### src/rtl/dac_seq_pkg.sv
package dac_seq_pkg;

  typedef enum logic [2:0] {
    ST_IDLE,
    ST_SETUP,
    ST_CSLEAD,
    ST_STROBE,
    ST_CSOFF,
    ST_HOLD
  } seq_state_t;

  function automatic int ceil_div(input int num, input int den);
    return (num + den - 1) / den;
  endfunction

  function automatic int at_least_one(input int v);
    return (v < 1) ? 1 : v;
  endfunction

  function automatic int imax(input int a, input int b);
    return (a > b) ? a : b;
  endfunction

endpackage

### src/rtl/dac_code_fmt.sv
module dac_code_fmt #(
  parameter int DW = 12
) (
  input  logic          bipolar,
  input  logic [DW-1:0] raw,
  output logic [DW-1:0] code
);

  generate
    if (DW > 1) begin : g_wide
      assign code = {raw[DW-1] ^ bipolar, raw[DW-2:0]};
    end else begin : g_single
      assign code = raw ^ bipolar;
    end
  endgenerate

endmodule

### src/rtl/dac_seq_timer.sv
module dac_seq_timer #(
  parameter int CW = 7
) (
  input  logic          clk,
  input  logic          rst,
  input  logic          load,
  input  logic [CW-1:0] load_val,
  output logic          done
);

  logic [CW-1:0] remain;

  always_ff @(posedge clk) begin
    if (rst) begin
      remain <= '0;
    end else if (load) begin
      remain <= load_val - CW'(1);
    end else if (remain != '0) begin
      remain <= remain - CW'(1);
    end
  end

  assign done = (remain == '0);

endmodule

### src/rtl/dac_seq_fsm.sv
module dac_seq_fsm
  import dac_seq_pkg::*;
#(
  parameter int DW       = 12,
  parameter int CW       = 7,
  parameter int PRE_C    = 2,
  parameter int CSL_LO   = 1,
  parameter int CSL_HI   = 1,
  parameter int WR_LO    = 100,
  parameter int WR_HI    = 60,
  parameter int HOLD_C   = 3
) (
  input  logic          clk,
  input  logic          rst,
  input  logic          s_valid,
  output logic          s_ready,
  input  logic [DW-1:0] code_in,
  input  logic          hi_supply,
  output logic          tmr_load,
  output logic [CW-1:0] tmr_val,
  input  logic          tmr_done,
  output logic [DW-1:0] dac_db,
  output logic          dac_cs_n,
  output logic          dac_wr_n,
  output logic          busy
);

  seq_state_t state;
  logic       hi_q;

  assign s_ready = (state == ST_IDLE);
  assign busy    = (state != ST_IDLE);

  always_comb begin
    tmr_load = 1'b0;
    tmr_val  = CW'(PRE_C);
    case (state)
      ST_IDLE: begin
        tmr_load = s_valid;
        tmr_val  = CW'(PRE_C);
      end
      ST_SETUP: begin
        tmr_load = tmr_done;
        tmr_val  = hi_q ? CW'(CSL_HI) : CW'(CSL_LO);
      end
      ST_CSLEAD: begin
        tmr_load = tmr_done;
        tmr_val  = hi_q ? CW'(WR_HI) : CW'(WR_LO);
      end
      ST_CSOFF: begin
        tmr_load = 1'b1;
        tmr_val  = CW'(HOLD_C);
      end
      default: ;
    endcase
  end

  always_ff @(posedge clk) begin
    if (rst) begin
      state    <= ST_IDLE;
      dac_db   <= '0;
      dac_cs_n <= 1'b1;
      dac_wr_n <= 1'b1;
      hi_q     <= 1'b0;
    end else begin
      case (state)
        ST_IDLE: if (s_valid) begin
          dac_db <= code_in;
          hi_q   <= hi_supply;
          state  <= ST_SETUP;
        end
        ST_SETUP: if (tmr_done) begin
          dac_cs_n <= 1'b0;
          state    <= ST_CSLEAD;
        end
        ST_CSLEAD: if (tmr_done) begin
          dac_wr_n <= 1'b0;
          state    <= ST_STROBE;
        end
        ST_STROBE: if (tmr_done) begin
          dac_wr_n <= 1'b1;
          state    <= ST_CSOFF;
        end
        ST_CSOFF: begin
          dac_cs_n <= 1'b1;
          state    <= ST_HOLD;
        end
        ST_HOLD: if (tmr_done) state <= ST_IDLE;
        default: state <= ST_IDLE;
      endcase
    end
  end

  // Strobe-width counter used only by the width check below.
  logic [CW-1:0] wr_run;
  always_ff @(posedge clk) begin
    if (rst)            wr_run <= '0;
    else if (!dac_wr_n) wr_run <= wr_run + CW'(1);
    else                wr_run <= '0;
  end

  p_wr_inside_cs_r5: assert property (@(posedge clk) disable iff (rst)
    !dac_wr_n |-> !dac_cs_n);

  p_cs_after_wr_r5: assert property (@(posedge clk) disable iff (rst)
    $rose(dac_cs_n) |-> $past(dac_wr_n));

  p_bus_frozen_r8: assert property (@(posedge clk) disable iff (rst)
    (!dac_cs_n && !dac_wr_n) |=> $stable(dac_db));

  p_stall_after_take_r2: assert property (@(posedge clk) disable iff (rst)
    (s_valid && s_ready) |=> (!s_ready && busy));

  p_bus_moves_on_take_r2: assert property (@(posedge clk) disable iff (rst)
    !$stable(dac_db) |-> $past(s_valid && s_ready));

  p_wr_width_r6: assert property (@(posedge clk) disable iff (rst)
    $rose(dac_wr_n) |-> (wr_run == (hi_q ? CW'(WR_HI) : CW'(WR_LO))));

endmodule

### src/rtl/dac_write_seq.sv
module dac_write_seq
  import dac_seq_pkg::*;
#(
  parameter int DW        = 12,
  parameter int CLK_NS    = 4,
  parameter int PRE_CYC   = 2,
  parameter int WR_NS_LO  = 400,
  parameter int WR_NS_HI  = 240,
  parameter int CS_NS_LO  = 380,
  parameter int CS_NS_HI  = 200,
  parameter int DS_NS_LO  = 210,
  parameter int DS_NS_HI  = 120,
  parameter int DH_NS     = 10
) (
  input  logic          clk,
  input  logic          rst,
  input  logic          s_valid,
  output logic          s_ready,
  input  logic [DW-1:0] s_data,
  input  logic          bipolar,
  input  logic          hi_supply,
  output logic [DW-1:0] dac_db,
  output logic          dac_cs_n,
  output logic          dac_wr_n,
  output logic          busy
);

  localparam int WR_LO  = at_least_one(ceil_div(WR_NS_LO, CLK_NS));
  localparam int WR_HI  = at_least_one(ceil_div(WR_NS_HI, CLK_NS));
  localparam int CSL_LO = at_least_one(ceil_div(CS_NS_LO, CLK_NS) - WR_LO);
  localparam int CSL_HI = at_least_one(ceil_div(CS_NS_HI, CLK_NS) - WR_HI);
  localparam int PRE_LO = ceil_div(DS_NS_LO, CLK_NS) - CSL_LO - WR_LO;
  localparam int PRE_HI = ceil_div(DS_NS_HI, CLK_NS) - CSL_HI - WR_HI;
  localparam int PRE_C  = at_least_one(imax(PRE_CYC, imax(PRE_LO, PRE_HI)));
  localparam int HOLD_C = at_least_one(ceil_div(DH_NS, CLK_NS));
  localparam int MAX_C  = imax(imax(WR_LO, WR_HI),
                               imax(imax(CSL_LO, CSL_HI), imax(PRE_C, HOLD_C)));
  localparam int CW     = $clog2(MAX_C + 1);

  logic [DW-1:0] code;
  logic          tmr_load;
  logic [CW-1:0] tmr_val;
  logic          tmr_done;

  dac_code_fmt #(.DW(DW)) u_fmt (
    .bipolar (bipolar),
    .raw     (s_data),
    .code    (code)
  );

  dac_seq_timer #(.CW(CW)) u_timer (
    .clk      (clk),
    .rst      (rst),
    .load     (tmr_load),
    .load_val (tmr_val),
    .done     (tmr_done)
  );

  dac_seq_fsm #(
    .DW(DW), .CW(CW), .PRE_C(PRE_C), .CSL_LO(CSL_LO), .CSL_HI(CSL_HI),
    .WR_LO(WR_LO), .WR_HI(WR_HI), .HOLD_C(HOLD_C)
  ) u_fsm (
    .clk       (clk),
    .rst       (rst),
    .s_valid   (s_valid),
    .s_ready   (s_ready),
    .code_in   (code),
    .hi_supply (hi_supply),
    .tmr_load  (tmr_load),
    .tmr_val   (tmr_val),
    .tmr_done  (tmr_done),
    .dac_db    (dac_db),
    .dac_cs_n  (dac_cs_n),
    .dac_wr_n  (dac_wr_n),
    .busy      (busy)
  );

  p_ready_vs_busy_r2: assert property (@(posedge clk) disable iff (rst)
    $rose(busy) |-> $past(s_valid && s_ready));

  p_cs_quiet_idle_r1: assert property (@(posedge clk) disable iff (rst)
    s_ready |-> (dac_cs_n && dac_wr_n));

endmodule

### config.mk
export PLATFORM = sky130hd
export DESIGN_NAME = dac_write_seq
export DESIGN_NICKNAME = d
export VERILOG_FILES = /design/src/rtl/dac_seq_pkg.sv /design/src/rtl/dac_code_fmt.sv /design/src/rtl/dac_seq_timer.sv /design/src/rtl/dac_seq_fsm.sv /design/src/rtl/dac_write_seq.sv
export SDC_FILE = /design/constraint.sdc
export NUM_CORES = 1
export LEC_CHECK = 0
export BUFFER_PORTS_ARGS = -buffer_cell sky130_fd_sc_hd__buf_4
export CAP_MARGIN = 20
export CELL_PAD_IN_SITES_DETAIL_PLACEMENT = 2
export CELL_PAD_IN_SITES_GLOBAL_PLACEMENT = 2
export CORE_MARGIN = 5
export CORE_UTILIZATION = 26
export DETAILED_ROUTE_END_ITERATION = 8
export PLACE_DENSITY_LB_ADDON = 0.1
export SYNTH_ARGS = -nofsm -noshare
export SYNTH_HDL_FRONTEND = slang
export SYNTH_SLANG_ARGS = --single-unit
### constraint.sdc
create_clock -name clk -period 2.3 [get_ports clk]
set_input_delay 0.46 -clock clk [delete_from_list [all_inputs] [get_ports clk]]
set_output_delay 0.46 -clock clk [all_outputs]
set_load 0.1 [all_outputs]
==> results.sh <==
export IMPL_peakVddDrop_v=0.000397
export IMPL_placed_cells=238
export IMPL_final_setup_viol_count=3
export IMPL_postRouteAntennaNets=0
export IMPL_wire_per_inst_um=17.1
export IMPL_clock_path_buffers=2
export IMPL_numPortBuffers=32
export IMPL_crit_type="reg2reg"
export IMPL_wl_mm=4.18
export IMPL_fin_nets=212
export IMPL_clk_latency_ns=0.27
export IMPL_initialDrtViolationCount=53
export IMPL_startpoint="u_timer.remain[1]"
export IMPL_fin_hold_ws_ns=0.428
export IMPL_fin_skew_ns=0.00121
export IMPL_fmax_ghz=0.417
export IMPL_worstPathRequired_ns=2.50
export IMPL_synth_edf_count=0
export IMPL_slew_headroom_pct=62.3
export IMPL_tns_ns=-0.265
export IMPL_fin_crit_ns=2.40
export IMPL_syn_inst=148
export IMPL_worst_r2r_path_depth=8
export IMPL_wl_met1_mm=1.73
export IMPL_drt_vias_per_instance=5.08
export IMPL_num_rows=24
export IMPL_synth_main_ff_cell="dfxtp_1"
export IMPL_crit_end="u_timer.remain[6]"
export IMPL_insertedDiodeCount=0
export IMPL_regToRegSetupSlack_ns=-0.1
export IMPL_clkTransAtPathRegs_ns=0.09
export IMPL_grt_pass1_wl_mm=6.59
export IMPL_placed_area_um2=1590
export IMPL_p_leak_uw=0.000704
export IMPL_cts_tree="yes"
export IMPL_finalInstanceArea_um2=1710
export IMPL_synthArstFlopShare_pct=0
export IMPL_globalRouteTotalUtil_pct=13.6
export IMPL_wl_met2_mm=2.24
export IMPL_antenna_found_initial=0
export IMPL_r2r_start="u_timer.remain[1]"
export IMPL_hold_buffers=0
export IMPL_cts_root_buf="clkbuf_8"
export IMPL_dr_wl_met3_um=184
export IMPL_numClockSinks=25
export IMPL_synth_cell_type_count=35
export IMPL_critPathCaptureType="flop"
export IMPL_worstPathArrival_ns=2.60
export IMPL_finalHoldViolCount=0
export IMPL_gp_congestion=0.828
export IMPL_grt_overflow=0
export IMPL_synth_avg_cell_area_um2=8.01
export IMPL_ios=33
export IMPL_place_ws_ns=-0.0690
export IMPL_cts_made_buffers=3
export IMPL_status="complete, but fails checks"
export IMPL_htreeDepth=1
export IMPL_first_pass_iters=4
export IMPL_setup_ws_ns=-0.0999
export IMPL_hold_path_class="in2reg"
export IMPL_area_growth_pct=43.8
export IMPL_rsz0062_at_grt="true"
export IMPL_pwr_density_cell_nw_per_um2=1500
export IMPL_start_util_pct=27.1
export IMPL_hpwl_mm=3.11
export IMPL_yosysWarnings=0
export IMPL_grt_pass1_vias=1365
export IMPL_die_h_um=77.5
export IMPL_instances_no_fill=245
export IMPL_syn_area_um2=1190
export IMPL_synth_yosys_seq_area_share_pct=42.2
export IMPL_synth_seq_cells=25
export IMPL_drive_above_1_share_pct=37.8
export IMPL_routed_top_layer="met4"
export IMPL_core_region_area_um2=4380
export IMPL_r2r_end="u_timer.remain[6]"
export IMPL_violations="negative setup slack"
export IMPL_syn_nets=166
export IMPL_slew_violations=0
export IMPL_period_share_pct=104
export IMPL_worst_setup_path_start_kind="flop"
export IMPL_grt_max_degree=21
export IMPL_die_w_um=77.5
export IMPL_dr_total_vias=1245
export IMPL_dieArea_um2=6010
export IMPL_maxCapViolCount=0
export IMPL_cp_max_fo=4
export IMPL_hp_start="s_data[9]"
export IMPL_tightest_slew_ns=0.560
export IMPL_drc_errors=0
-- per-stage QoR --
step | power (uW) | util, %
final | 2570 | 38.9
after global routing | 2740 | 38.9
after CTS | 2490 | 37.7
after detailed placement | 2190 | 36.3
after global placement | 2140 | 36.3
after floorplan | 1760 | -
-- how the worst min path moves through the flow --
stage / endpoint / slack (ns) / cells after the start
after floorplan: u_fsm.hi_q / 0.44 / 2
after global placement: u_fsm.dac_db[7] / 0.44 / 2
after detailed placement: u_fsm.dac_db[8] / 0.45 / 2
after CTS: u_fsm.dac_db[9] / 0.42 / 3
after global routing: u_fsm.hi_q / 0.42 / 3
final: u_fsm.dac_db[9] / 0.43 / 3
-- cell families (layout without fill, tap and decap cells) --
kind of cell	after synthesis	after routing	share of synthesized area (%)
and+or+nand+nor	66	66	27.2
buffers and inverters	13	58	4.85
DFF	25	25	42.2
adders and majority gates	1	1	1.05
xor gates and xnor gates	5	5	3.69
AOI/OAI and AO/OA	38	38	21.0
-- worst max-delay path, cell delays in order, from the launching register on --
cell,delay (ns)
dfxtp_2,0.34
or4_4,0.54
or4_4,0.55
a211oi_4,0.30
a31oi_4,0.07
ha_4,0.20
inv_2,0.08
o311ai_2,0.11
a31oi_1,0.16
-- synthesized netlist by cell type, types with 3 or more instances --
cell type / number / area share [%]
nor3_1: 5 / 2.1
a211oi_1: 3 / 1.9
clkbuf_1: 8 / 2.5
nor2_1: 11 / 3.5
nand3_1: 5 / 2.1
xnor2_1: 3 / 2.2
nand2_1: 27 / 8.5
inv_1: 3 / 0.95
a21oi_1: 16 / 6.8
a31oi_1: 4 / 2.1
dfxtp_1: 25 / 42
or2_2: 5 / 2.6
-- layer usage --
layer,GRT usage [%],vias to the layer above
met3,3.82,4
met1,14.7,606
met5,0,-
met2,25.4,24
li1,-,611
met4,4.12,0
-- cell usage in the layout (no fill, tap or decap), drive strengths merged --
cell type	n
or2	5
a311oi	2
o211ai	2
nor3b	2
or4	2
o21a	1
xor2	2
nor2	11
o41ai	1
xnor2	3
nand3	5
nand2	27
dfxtp	25
ha	1
a31oi	4
o311ai	2
nor2b	2
clkbuf	3
buf	51
a21oi	16
nor3	5
a211o	1
nand3b	2
o22ai	1
a21o	1
or3	1
and2	1
a21bo	1
clkinv	1
and4	1
inv	3
o21ai	2
a211oi	4
nor4	2
-- registers in the layout, indices dropped and copies added, names as in the netlist --
register,flops
u_fsm.dac_cs_n,1
u_fsm.dac_wr_n,1
u_fsm.state,3
u_fsm.dac_db,12
u_timer.remain,7
u_fsm.hi_q,1
-- cell type report --
cell class | count | area [um2]
Clock buffer | 3 | 41.3
Clock inverter | 1 | 5.00
Fill cell | 522 | 2680
Inverter | 3 | 11.3
Multi-Input combinational cell | 110 | 698
Sequential cell | 25 | 502
Tap cell | 52 | 65.1
Timing Repair Buffer | 51 | 383
-- power by group --
part           switching, uW  internal [uW]  total (uW)  leakage, uW
sequential              59.8            540         600     0.000206
combinational           1110            587        1690     0.000473
clock                    151            121         272    0.0000255
total                   1320           1250        2570     0.000704
-- what timing repair did --
item,in CTS,in global routing
setup buffers,2,1
hold endpoints to repair,0,0
endpoints found under the setup margin,3,3
pin swaps,1,4
gates resized for setup,0,6
Power figures use the tool's default switching activity.
